$ cat src/rtl/cpc_pkg.sv
package cpc_pkg;
  localparam int AFF_W = 24;
  localparam int DW    = 32;
  // word indices (byte offset / 4)
  localparam int W_POFF = 0;
  localparam int W_PON  = 1;
  localparam int W_COFF = 2;
  localparam int W_WEN  = 3;
  localparam int W_STAT = 4;
  // status word bit positions
  localparam int S_ANY  = 31;
  localparam int S_CLUS = 30;
  localparam int S_CORE = 29;
  localparam int S_WEN  = 28;
  localparam int S_PC   = 27;
  localparam int S_PP   = 26;
  localparam int S_RSN  = 24;
  localparam int WEN_BIT = 31;

  typedef enum logic [1:0] {
    RSN_COLD = 2'b00,
    RSN_PIN  = 2'b01,
    RSN_CMD  = 2'b10,
    RSN_WAKE = 2'b11
  } rsn_e;
endpackage

$ cat src/rtl/cpc_aff_dec.sv
module cpc_aff_dec #(
  parameter int N_CLUS = 2,
  parameter int N_CORE = 2,
  parameter int CL_W   = 1,
  parameter int IDX_W  = 2
) (
  input  logic [23:0]      id,
  output logic             ok,
  output logic [CL_W-1:0]  cl,
  output logic [IDX_W-1:0] flat
);
  logic [7:0] a0, a1, a2;

  always_comb begin
    a0   = id[7:0];
    a1   = id[15:8];
    a2   = id[23:16];
    ok   = (a2 == 8'd0) && (int'(a1) < N_CLUS) && (int'(a0) < N_CORE);
    cl   = a1[CL_W-1:0];
    flat = IDX_W'(int'(a1) * N_CORE + int'(a0));
  end
endmodule

$ cat src/rtl/cpc_core_slot.sv
module cpc_core_slot
  import cpc_pkg::*;
#(
  parameter bit BOOT = 1'b0
) (
  input  logic clk,
  input  logic rst,
  input  logic pin_rst,
  input  logic on_cmd,
  input  logic off_cmd,
  input  logic wen_wr,
  input  logic wen_val,
  input  logic standby,
  input  logic wake,
  input  logic clus_down,
  output logic on,
  output logic pend,
  output logic wen,
  output rsn_e rsn,
  output logic up
);
  // the core comes up this cycle (cluster power-down wins)
  always_comb up = !clus_down && !on && (on_cmd || (wake && wen));

  always_ff @(posedge clk) begin
    if (rst) begin
      on   <= BOOT;
      pend <= 1'b0;
      wen  <= 1'b0;
      rsn  <= RSN_COLD;
    end else if (pin_rst) begin
      on   <= BOOT;
      pend <= 1'b0;
      wen  <= 1'b0;
      if (BOOT) rsn <= RSN_PIN;
    end else begin
      if (wen_wr) wen <= wen_val;
      if (clus_down || (pend && standby)) begin
        on   <= 1'b0;
        pend <= 1'b0;
      end else if (up) begin
        on  <= 1'b1;
        rsn <= on_cmd ? RSN_CMD : RSN_WAKE;
      end else if (off_cmd) begin
        pend <= 1'b1;
      end
    end
  end
endmodule

$ cat src/rtl/cpc_clus_slot.sv
module cpc_clus_slot #(
  parameter bit BOOT = 1'b0
) (
  input  logic clk,
  input  logic rst,
  input  logic pin_rst,
  input  logic up,
  input  logic off_cmd,
  input  logic standby,
  output logic on,
  output logic pend,
  output logic down
);
  always_comb down = pend && standby;

  always_ff @(posedge clk) begin
    if (rst || pin_rst) begin
      on   <= BOOT;
      pend <= 1'b0;
    end else if (down) begin
      on   <= 1'b0;
      pend <= 1'b0;
    end else if (up) begin
      on   <= 1'b1;
      pend <= 1'b0;
    end else if (off_cmd) begin
      pend <= 1'b1;
    end
  end
endmodule

$ cat src/rtl/cluster_pwr_ctrl.sv
module cluster_pwr_ctrl
  import cpc_pkg::*;
#(
  parameter  int N_CLUS = 2,
  parameter  int N_CORE = 2,
  parameter  int ADDR_W = 5,
  localparam int NCT    = N_CLUS * N_CORE
) (
  input  logic              clk,
  input  logic              rst,
  input  logic              pin_rst,
  input  logic              wr_en,
  input  logic              rd_en,
  input  logic [ADDR_W-1:0] addr,
  input  logic [31:0]       wdata,
  input  logic [23:0]       req_id,
  output logic [31:0]       rdata,
  input  logic [NCT-1:0]    core_standby,
  input  logic [N_CLUS-1:0] clus_standby,
  input  logic [NCT-1:0]    wake_req,
  output logic [NCT-1:0]    core_on,
  output logic [N_CLUS-1:0] clus_on,
  output logic              prog_err
);
  localparam int CL_W  = (N_CLUS > 1) ? $clog2(N_CLUS) : 1;
  localparam int IDX_W = (NCT > 1) ? $clog2(NCT) : 1;
  localparam int WRD_W = ADDR_W - 2;

  logic [WRD_W-1:0] word;
  logic             wr_poff, wr_pon, wr_coff, wr_wen, wr_stat;
  logic             t_ok, r_ok, s_ok, err;
  logic [CL_W-1:0]  t_cl, r_cl, s_cl;
  logic [IDX_W-1:0] t_flat, r_flat, s_flat;
  logic [23:0]      sel;
  logic [31:0]      stat;

  logic [NCT-1:0]    c_on, c_pend, c_wen, c_up;
  rsn_e              c_rsn [NCT];
  logic [N_CLUS-1:0] k_on, k_pend, k_down, k_up;

  logic unused_bits;
  assign unused_bits = ^{addr[1:0], wdata[30:24]};

  assign word    = addr[ADDR_W-1:2];
  assign wr_poff = wr_en && (word == WRD_W'(W_POFF));
  assign wr_pon  = wr_en && (word == WRD_W'(W_PON));
  assign wr_coff = wr_en && (word == WRD_W'(W_COFF));
  assign wr_wen  = wr_en && (word == WRD_W'(W_WEN));
  assign wr_stat = wr_en && (word == WRD_W'(W_STAT));

  cpc_aff_dec #(.N_CLUS(N_CLUS), .N_CORE(N_CORE), .CL_W(CL_W), .IDX_W(IDX_W))
    u_tgt (.id(wdata[23:0]), .ok(t_ok), .cl(t_cl), .flat(t_flat));
  cpc_aff_dec #(.N_CLUS(N_CLUS), .N_CORE(N_CORE), .CL_W(CL_W), .IDX_W(IDX_W))
    u_req (.id(req_id), .ok(r_ok), .cl(r_cl), .flat(r_flat));
  cpc_aff_dec #(.N_CLUS(N_CLUS), .N_CORE(N_CORE), .CL_W(CL_W), .IDX_W(IDX_W))
    u_sel (.id(sel), .ok(s_ok), .cl(s_cl), .flat(s_flat));

  // usage-rule check for the write in flight
  always_comb begin
    err = 1'b0;
    if (wr_poff)
      err = !t_ok || !r_ok || (t_flat != r_flat) || !c_on[t_flat] || c_pend[t_flat];
    else if (wr_pon)
      err = !t_ok || c_on[t_flat];
    else if (wr_coff)
      err = !t_ok || !r_ok || (t_cl != r_cl) || !k_on[t_cl];
    else if (wr_wen)
      err = !t_ok;
  end

  for (genvar g = 0; g < NCT; g++) begin : g_core
    logic hit;
    assign hit = !err && t_ok && (t_flat == IDX_W'(g));
    cpc_core_slot #(.BOOT(g == 0)) u_core (
      .clk(clk), .rst(rst), .pin_rst(pin_rst),
      .on_cmd(wr_pon && hit), .off_cmd(wr_poff && hit),
      .wen_wr(wr_wen && hit), .wen_val(wdata[WEN_BIT]),
      .standby(core_standby[g]), .wake(wake_req[g]),
      .clus_down(k_down[g / N_CORE]),
      .on(c_on[g]), .pend(c_pend[g]), .wen(c_wen[g]), .rsn(c_rsn[g]), .up(c_up[g])
    );
  end

  for (genvar k = 0; k < N_CLUS; k++) begin : g_clus
    assign k_up[k] = |c_up[k*N_CORE +: N_CORE];
    cpc_clus_slot #(.BOOT(k == 0)) u_clus (
      .clk(clk), .rst(rst), .pin_rst(pin_rst),
      .up(k_up[k]),
      .off_cmd(wr_coff && !err && (t_cl == CL_W'(k))),
      .standby(clus_standby[k]),
      .on(k_on[k]), .pend(k_pend[k]), .down(k_down[k])
    );
  end

  always_comb begin
    stat         = '0;
    stat[S_ANY]  = |k_on;
    stat[S_CLUS] = k_on[s_cl];
    stat[S_CORE] = c_on[s_flat];
    stat[S_WEN]  = c_wen[s_flat];
    stat[S_PC]   = k_pend[s_cl];
    stat[S_PP]   = c_pend[s_flat];
    stat[S_RSN +: 2] = c_rsn[s_flat];
  end

  always_ff @(posedge clk) begin
    if (rst) begin
      sel      <= '0;
      rdata    <= '0;
      prog_err <= 1'b0;
    end else begin
      if (wr_stat) sel <= wdata[23:0];
      rdata <= (rd_en && (word == WRD_W'(W_STAT)) && s_ok) ? stat : '0;
      if (err) prog_err <= 1'b1;
    end
  end

  assign core_on = c_on;
  assign clus_on = k_on;
endmodule

$ cat config.mk
export PLATFORM = sky130hd
export DESIGN_NAME = cluster_pwr_ctrl
export DESIGN_NICKNAME = d
export VERILOG_FILES = /design/src/rtl/cpc_pkg.sv /design/src/rtl/cpc_aff_dec.sv /design/src/rtl/cpc_core_slot.sv /design/src/rtl/cpc_clus_slot.sv /design/src/rtl/cluster_pwr_ctrl.sv
export SDC_FILE = /design/constraint.sdc
export NUM_CORES = 1
export LEC_CHECK = 0
export BUFFER_PORTS_ARGS = -buffer_cell sky130_fd_sc_hd__clkbuf_2
export CAP_MARGIN = 20
export CORE_MARGIN = 4
export CORE_UTILIZATION = 37
export DETAILED_ROUTE_END_ITERATION = 16
export SLEW_MARGIN = 20
export SYNTH_ARGS = -nofsm -noshare
export SYNTH_HDL_FRONTEND = slang
export SYNTH_SLANG_ARGS = --single-unit
$ cat constraint.sdc
create_clock -name clk -period 4.75 [get_ports clk]
set_input_delay 0.7125 -clock clk [delete_from_list [all_inputs] [get_ports clk]]
set_output_delay 0.7125 -clock clk [all_outputs]
set_load 0.01 [all_outputs]
==> results.md, run 1 <==
* Routed WL at ~7600 um
* Seq/Total Area, Yosys at 39.9%
* DR iter-0 viols at ~130
* R2R setup slack at approximately 2500 ps
* Synth cell count leaders: 58 x nand2_1, 57 x dfxtp_1, 38 x a21oi_1, 31 x nor2_1, 30 x buf_4
* Avg WL per Cell at ~15 um
* Worst Setup Start Kind: primary input
* Post-synth top area cell: dfxtp_1
* Worst setup startpoint: wdata[8]
* Reg2reg end: g_clus[0].u_clus.pend
* Die Ht at between 90 and 100 um
* Share of Yosys cell area claimed by the top area cell type at between 30% and 40%
* Place WS at between 1500 and 2000 ps
* CTS tree: yes
* Hold path start: sel[22]
* Count leader, synth: nand2_1
* Max_slew headroom at 40.2%
* CP required at just over 5000 ps
* Critical path peak fanout at 8
* Peak supply drop at around 0.00012 V
* Distinct cells, synth at 50
* Mean Syn Cell Area at between 8 and 9 sq um
* Reg2Reg Launch Point: g_core[3].u_core.pend
* HPWL after DPL at ~6000 um
* Core ar. at 0.00737 sq mm
* Outcome: completed
* Cts hold-fix bufs at 0
* Max Slew Vio Count at 0
* Worst-skew pair later-pin latency at approximately 340 ps
* Synth Warn # at 0
* CP max stage cell: mux4_1
* Synthesized flop and latch total at 57
* Pwr/cell area at ~300 mW/mm^2
* Compound-Gate Fraction of Synth Area at 16.0%
* Ys async rst share at 0%
* Critical path endpoint category: flip-flop
* Global route overflow at 0
* TritonCTS Sinks at between 50 and 60
* Main synth FF type: dfxtp_1
* Drt pass-1 iters at 4
* Post-DRT Antenna Nets at 0
* Routed vias/inst at roughly 5.0
* Final instance area at 0.00336 sq mm
* Area share of and/or/nand/nor cells after synthesis at 24.2%
* DIE WIDTH at approximately 96 um
* Initial Util at slightly below 40%
* Hold Path Sink: sel[22]
* Post-route DRC at 0
* F_max at about 360 MHz
* Die Area at between 0.009 and 0.01 sq mm
* Max Root-Sink Buffers at 2
* RSZ-0062 raised after global routing: false
* GP Congestion at roughly 0.84
* Post-Synth Adder-Cell Area at 0%
* Endpoints failing hold at 0
* Main combinational cell family by area after synthesis: simple AND/OR/NAND/NOR gates
* Num CTS Buffers at 9
* Vias in the first global route at roughly 2,400
* Buf/Inv on CP at 2
* Final setup viols at 0
* Vias at between 2,000 and 3,000
* # resized after CTS at 0
* Antenna violations before repair at 0
* Total track usage at between 15 and 20%
* Depth of the worst hold-timing path at 2
* Post-Synth XOR/XNOR Area at approximately 1.8%
* Share of cells above drive strength 1 at between 20 and 30%
* # Post-CTS Setup Buffers at 0
* Delay-heaviest family, CP: multiplexers
* Setup Skew at between 6 and 7 ps
* Top cells by area, synth: dfxtp_1 40%, buf_4 7.9%, nand2_1 7.6%
* Row Count at 31
* Arrival @ worst endpoint at roughly 3100 ps
* Setup CP Type: primary input to flip-flop
* Post-place instance area at around 0.0032 sq mm
* Hold Path Class: flip-flop to flip-flop
* Max-Cap Viols at 0
* Nets at roughly 490
* EDFF count, synth at 0
* Slowest stage delay, CP at about 710 ps
* Area grow syn2layout at 17.7%
* Clock root buffer: clkbuf_8
* Mux cell area share after synthesis at 7.01%
* P_leak at 0.00139 uW
* H-tree depth at 3
* Cell Chain, Critical Path: clkbuf_2 -> xnor2_2 -> mux4_1 -> inv_1 -> a22o_1 -> a21boi_1 -> or4_1 -> a21oi_1
* Worst r2r path cells at 7
* Worst Slack Setup Final at 1980 ps
* Cell count after synthesis at 346
* Clock period minus worst slack at roughly 2800 ps
* Largest net degree at the start of global routing at 36
* Tightest Pin Transition at a little under 900 ps
* # IOs at approximately 120
* First-pass GRT wire length at 11,800 um
* Antenna diode count at 0
* Setup_tns at 0 ps
* Worst-path clk slew at 60 ps
* IO Port Bufs at 81
* Synthesized cell area at 0.00286 sq mm
* Period utilisation layout at between 50% and 60%
[kinds of logic (layout without fill, tap and decap cells)]
family,Yosys count,after routing
AO/OA/AOI/OAI,72,72
XOR/XNOR,5,5
buffers and inverters,53,105
flip-flops,57,57
multiplexers,12,12
other,1,24
AND/OR/NAND/NOR,146,146
[per-stage QoR]
stage	hold WS (ps)	power, uW	util [%]	cells
6_report	455	998	45.7	520
5_1_grt	477	1040	45.7	520
4_1_cts	457	1000	45.7	520
3_5_place_dp	449	601	43.3	504
2_1_floorplan	431	567	-	369
3_3_place_gp	442	600	43.3	504
[worst max-delay path by stage]
stage / depth (start not counted) / end / slack, ps
final: 8 / g_clus[0].u_clus.pend / 1980
after global routing: 8 / g_core[3].u_core.on / 1800
after CTS: 8 / g_clus[0].u_clus.pend / 2000
after detailed placement: 8 / g_clus[0].u_clus.pend / 1650
after global placement: 8 / g_clus[0].u_clus.pend / 1670
after floorplan: 8 / g_clus[0].u_clus.pend / 2000
[cell usage in the layout (no fill, tap or decap), types with 3 or more instances in the layout]
cell type,count
a31oi_1,7
and2_1,3
mux4_2,5
o21ai_1,3
inv_1,8
clkinv_2,3
dfxtp_1,57
clkbuf_8,11
nor3_1,4
nor2_1,31
nor2b_1,7
conb_1,24
nand4_1,4
mux2i_1,5
nor4_1,15
a211oi_1,3
xnor2_1,3
nand2_1,58
a21oi_1,38
clkbuf_2,81
nand2b_1,3
nand3_1,8
[where the power goes]
| part | switching [uW] | leakage (uW) | internal [uW] |
|---|---|---|---|
| Clock | 191 | 0.0000932 | 215 |
| Combinational | 63.3 | 0.000832 | 40.5 |
| Sequential | 3.59 | 0.000461 | 484 |
[routing by layer]
layer / share of wire [%] / track usage [%] / vias to the layer above
met5: 0 / 0 / -
met4: 1.7 / 7.70 / 0
met3: 6.9 / 3.83 / 9
met2: 43 / 25.6 / 96
met1: 48 / 22.9 / 1191
li1: - / - / 1311
[area by class of cell]
type	instances	area, sq um
clock inverter	3	15.0
multi-input combinational	259	1490
tap	99	124
inverter	8	30.0
sequential	57	1140
clock buffer	13	159
fill	777	4010
timing repair buffer	81	405
[worst min-delay path, cell delays in order (launching register included)]
cell and delay (ps):
dfxtp_1 310, nand2_1 50, a21oi_1 50
[flip-flops by register name, indices dropped and copies added (netlist names)]
register and count:
sel 24, g_core.u_core.rsn 8, rdata 8, g_core.u_core.on 4
g_core.u_core.pend 4, g_core.u_core.wen 4, g_clus.u_clus.on 2, g_clus.u_clus.pend 2
prog_err 1
Note: power is estimated with default switching activity, not from simulation.
==> inputs of run 2 (changes only) <==
PLACE_DENSITY = 0.66   (was unset)
clock period = 2.35 ns   (was 4.75 ns; I/O delays follow)
==> results.md, run 2 (synthesis results as in run 1) <==
* M2 GR Usage at 25.8%
* Max_slew headroom at a little under half
* Cts hold-fix bufs at 0
* Vias in the first global route at roughly 2,500
* CTS tree: yes
* First-pass GRT wire length at approximately 12,000 um
* Slowest stage delay, CP at approximately 500 ps
* Largest register by flop count: sel
* Cell Chain, Critical Path: mux2_2 -> or3_1 -> a211oi_2 -> a31oi_1 -> a21boi_1 -> or4_1 -> a21oi_2
* Clock period minus worst slack at roughly 2200 ps
* Hold Path Class: primary input to flip-flop
* Tightest Pin Transition at approximately 800 ps
* RSZ-0062 raised after global routing: false
* Setup Skew at between 7 and 8 ps
* F_max at roughly 450 MHz
* Delay-heaviest family, CP: simple AND/OR/NAND/NOR gates
* Drt pass-1 iters at 4
* Commonest non-fill, non-tap cell in the layout: clkbuf_2
* Period utilisation layout at a little over nine tenths
* Clock root buffer: clkbuf_8
* Register area at ~0.0011 sq mm
* # IOs at between 100 and 150
* Core ar. at 0.00737 sq mm
* Grt met3 use at approximately 4%
* Critical path endpoint category: flip-flop
* Largest net degree at the start of global routing at 35
* Post-place instance area at around 0.0033 sq mm
* Vias at 2,732
* Largest regs: sel (24), g_core.u_core.rsn (8), rdata (8)
* Total track usage at 17.9%
* H-tree depth at 3
* Post-route DRC at 0
* Outcome: completed
* Setup CP Type: flip-flop to flip-flop
* P_leak at 0.00150 uW
* Die Area at a little over 0.009 sq mm
* Antenna violations before repair at 0
* CP max stage cell: or4_1
* Worst Setup Start Kind: flip-flop
* Max FFs per register at 24
* Row Count at 31
* DIE WIDTH at between 90 and 100 um
* Commonest cells after routing, fill and taps aside: 81 x clkbuf_2, 58 x nand2_1, 57 x dfxtp_1
* Final setup viols at 0
* Endpoints failing hold at 0
* Pwr/cell area at between 600 and 700 mW/mm^2
* Critical path peak fanout at 5
* Global route overflow at 0
* Buf/Inv on CP at 0
* Max-Cap Viols at 0
* Antenna diode count at 0
* Max Slew Vio Count at 0
* Routed WL at between 8000 and 9000 um
* Worst-skew pair later-pin latency at between 300 and 400 ps
* GP Congestion at ~0.9
* Final Util at between 40 and 50%
* Final hold slack at between 200 and 250 ps
* Grt peak-use layer: met2
* Arrival @ worst endpoint at around 2500 ps
* Max Root-Sink Buffers at 2
* # Post-CTS Setup Buffers at 0
* Worst-path clk slew at 70 ps
* Num CTS Buffers at 9
* Initial Util at 38.8%
* IO Port Bufs at 81
* Met1 usage at between 20 and 25%
* CP required at around 2600 ps
* HPWL after DPL at 6330 um
* Fill cells at 736
* DR iter-0 viols at between 150 and 200
* Share of cells above drive strength 1 at ~30%
* Final instance area at about 0.0036 sq mm
* Setup_tns at 0 ps
* Area grow syn2layout at 24.9%
* Peak supply drop at 0.000219 V
* Multi-input logic area at approximately 0.0015 sq mm
* Die Ht at approximately 96 um
* Routed vias/inst at between 5 and 6
* Nets at approximately 510
* Post-DRT Antenna Nets at 0
* Avg WL per Cell at 14.9 um
* TritonCTS Sinks at 57
run 2: changes by cell type in the layout (fill, tap and decap cells not counted), sizes merged:
cell and delta:
clkbuf -3, clkinvlp +2, bufinv +2, buf +21, clkinv -2
run 2: power by group:
group          internal, uW  switching [uW]  total, uW
Combinational          96.5             129        226
Clock                   617             400       1020
Sequential              978            7.72        986
run 2: layout make-up:
class / count / area share [%]
Tap cell: 99 / 3.47
Multi-Input combinational cell: 259 / 41.9
Clock inverter: 5 / 2.24
Inverter: 8 / 0.841
Clock buffer: 10 / 3.86
Timing Repair Buffer: 102 / 15.8
Sequential cell: 57 / 32.0
run 2: worst reg2reg max path, cell delays in order (launching register included):
cell	delay, ps
dfxtp_1	350
mux2_2	280
or3_1	330
a211oi_2	240
a31oi_1	130
a21boi_1	180
or4_1	500
a21oi_2	150
run 2: metrics by stage:
step	total power (uW)	setup WS (ps)	std cells
floorplan	1150	26.3	369
global placement	1230	-34.7	525
detailed placement	1230	-70.9	525
CTS	2240	86.2	540
global route	2310	0.604	540
finish	2230	105	540
run 2: worst paths after layout:
check,depth (start not counted),to,startpoint,slack (ps)
max reg2reg,7,g_clus[0].u_clus.pend,g_core[2].u_core.pend,100
max,7,g_clus[0].u_clus.pend,g_core[2].u_core.pend,100
min reg2reg,2,sel[17],sel[17],450
min,3,sel[22],wdata[22],230
run 2: timing repair:
| action | CTS | global route |
|---|---|---|
| hold endpoints to repair | 0 | 0 |
| endpoints found under the setup margin | 0 | 2 |
| resized for setup | 0 | 1 |
run 2: layer usage:
layer	up-vias	part of all wire (%)
met5	-	0
met4	0	2.2
met3	14	6.8
met2	117	45
met1	1255	46
li1	1346	-
==> inputs of run 3 (changes only) <==
--- a/config.mk
+++ b/config.mk
@@ -8,8 +8,10 @@
 export BUFFER_PORTS_ARGS = -buffer_cell sky130_fd_sc_hd__clkbuf_2
 export CAP_MARGIN = 20
+export CELL_PAD_IN_SITES_DETAIL_PLACEMENT = 2
+export CELL_PAD_IN_SITES_GLOBAL_PLACEMENT = 2
 export CORE_MARGIN = 4
-export CORE_UTILIZATION = 37
+export CORE_UTILIZATION = 24
 export DETAILED_ROUTE_END_ITERATION = 16
-export PLACE_DENSITY = 0.66
+export PLACE_DENSITY_LB_ADDON = 0.1
 export SLEW_MARGIN = 20
 export SYNTH_ARGS = -nofsm -noshare
==> constraint.sdc (replaced) <==
create_clock -name clk -period 2.35 [get_ports clk]
set_input_delay 0.1175 -clock clk [delete_from_list [all_inputs] [get_ports clk]]
set_output_delay 0.1175 -clock clk [all_outputs]
set_load 0.01 [all_outputs]
==> results.md, run 3 (synthesis results as in run 1) <==
* Outcome: completed
* F_max at 439 MHz
* Grt peak-use layer: met2
* Worst-skew pair later-pin latency at approximately 330 ps
* Antenna diode count at 0
* Worst-path clk slew at around 50 ps
* CP required at about 2600 ps
* Worst Setup Start Kind: flip-flop
* Area grow syn2layout at 31.7%
* Routed WL at approximately 11,000 um
* Largest regs: sel (24), g_core.u_core.rsn (8), rdata (8)
* M2 GR Usage at between 20% and 30%
* Largest register by flop count: sel
* Post-route DRC at 0
* DIE WIDTH at between 100 and 150 um
* Post-DRT Antenna Nets at 0
* Global route overflow at 0
* Core ar. at about 0.012 sq mm
* Setup CP Type: flip-flop to flip-flop
* Die Area at about 0.014 sq mm
* Routed vias/inst at 4.76
* Final setup viols at 0
* Row Count at 39
* Pwr/cell area at 680 mW/mm^2
* Met1 usage at a little over a fifth
* Drt pass-1 iters at 4
* Nets at around 520
* Max-Cap Viols at 0
* Depth of the worst hold-timing path at 2
* RSZ-0062 raised after global routing: false
* Total track usage at approximately 16%
* Max_slew headroom at roughly 40%
* Largest net degree at the start of global routing at 33
* Max Slew Vio Count at 0
* Worst r2r path cells at 7
* Fill cells at between 1,000 and 1,500
* Cts hold-fix bufs at 0
* Clock period minus worst slack at 2280 ps
* Setup Skew at 6.49 ps
* P_leak at 0.00157 uW
* H-tree depth at 3
* IO Port Bufs at between 80 and 90
* Arrival @ worst endpoint at ~2500 ps
* Final hold slack at roughly 16 ps
* First-pass GRT wire length at 16,700 um
* Initial Util at between 20 and 25%
* Place WS at about 64 ps
* Share of cells above drive strength 1 at between 30% and 40%
* Setup_tns at 0 ps
* Die Ht at approximately 120 um
* Tightest Pin Transition at approximately 890 ps
* Num CTS Buffers at 9
* CTS tree: yes
* Clock root buffer: clkbuf_16
* TritonCTS Sinks at 57
* Commonest non-fill, non-tap cell in the layout: clkbuf_2
* Critical path endpoint category: flip-flop
* # IOs at about 120
* Hold Path Class: primary input to flip-flop
* Period utilisation layout at between 90% and 100%
* Post-Layout Cell Count at 588
* HPWL after DPL at 8350 um
* Endpoints failing hold at 0
* Grt met3 use at about 4.2%
* Peak supply drop at between 0.0003 and 0.0004 V
* GP Congestion at around 0.8
* Max Root-Sink Buffers at 2
* Critical path peak fanout at 5
* Vias at between 2,000 and 3,000
* Worst Slack Setup Final at 72.0 ps
* Vias in the first global route at just over 3,000
* Antenna violations before repair at 0
* Max FFs per register at 24
* DR iter-0 viols at 114
* Commonest cells after routing, fill and taps aside: 81 x clkbuf_2, 58 x nand2_1, 55 x dfxtp_1
* Inst Count DP at roughly 570
* Avg WL per Cell at around 18 um
## run 3: changes by cell type in the layout (fill, tap and decap cells not counted), sizes merged
| cell | previous run | this run |
|---|---|---|
| bufinv | 2 | 1 |
| clkinv | 1 | 2 |
| clkbuf | 91 | 93 |
| buf | 21 | 25 |
| clkinvlp | 2 | 0 |
## run 3: path summary, 6_finish.rpt
| kind | to | slack (ps) | start |
|---|---|---|---|
| worst min-delay path | g_core[1].u_core.on | 20 | core_standby[1] |
| worst max-delay path | g_clus[0].u_clus.pend | 70 | g_core[3].u_core.pend |
| worst min register to register | sel[18] | 450 | sel[18] |
| worst max register to register | g_clus[0].u_clus.pend | 70 | g_core[3].u_core.pend |
## run 3: routing by layer
metal / part of all wire (%) / wire [um]
met1: 47 / 4950
met2: 45 / 4790
met3: 6.0 / 635
met4: 2.0 / 216
met5: 0 / 0
## run 3: what timing repair did
item | 4_1_cts | 5_1_grt
setup buffers | 0 | 1
resized for setup | 0 | 7
setup endpoints to repair | 0 | 2
hold endpoints to repair | 0 | 0
## run 3: critical path: stages (launching register included)
cell,delay [ps]
dfxtp_2,340
mux2_2,260
or3_4,340
a211oi_4,290
a31oi_2,150
a21boi_2,200
or4_1,470
a21oi_1,150
## run 3: layout make-up
cell class              count  area, sq um  area share, %
repair buffers            106          593           15.8
clock inverters             3         40.0           1.06
flip-flops and latches     57         1140           30.4
inverters                   8         30.0          0.798
well taps                 143          179           4.76
clock buffers              12          256           6.82
multi-input cells         259         1520           40.4
## run 3: per-stage QoR
| step | util, % | power (uW) | area [sq um] |
|---|---|---|---|
| after floorplan | - | 1150 | 2940 |
| after global placement | 29.7 | 1240 | 3430 |
| after detailed placement | 29.7 | 1240 | 3430 |
| after CTS | 32.3 | 2600 | 3720 |
| after global routing | 32.7 | 2660 | 3760 |
| final | 32.7 | 2560 | 3760 |
## run 3: where the power goes
group	total (uW)	internal, uW	switching (uW)	leakage (uW)
combinational	242	99.8	142	0.000962
sequential	988	980	8.14	0.000462
clock	1330	868	459	0.000148
total	2560	1950	609	0.00157
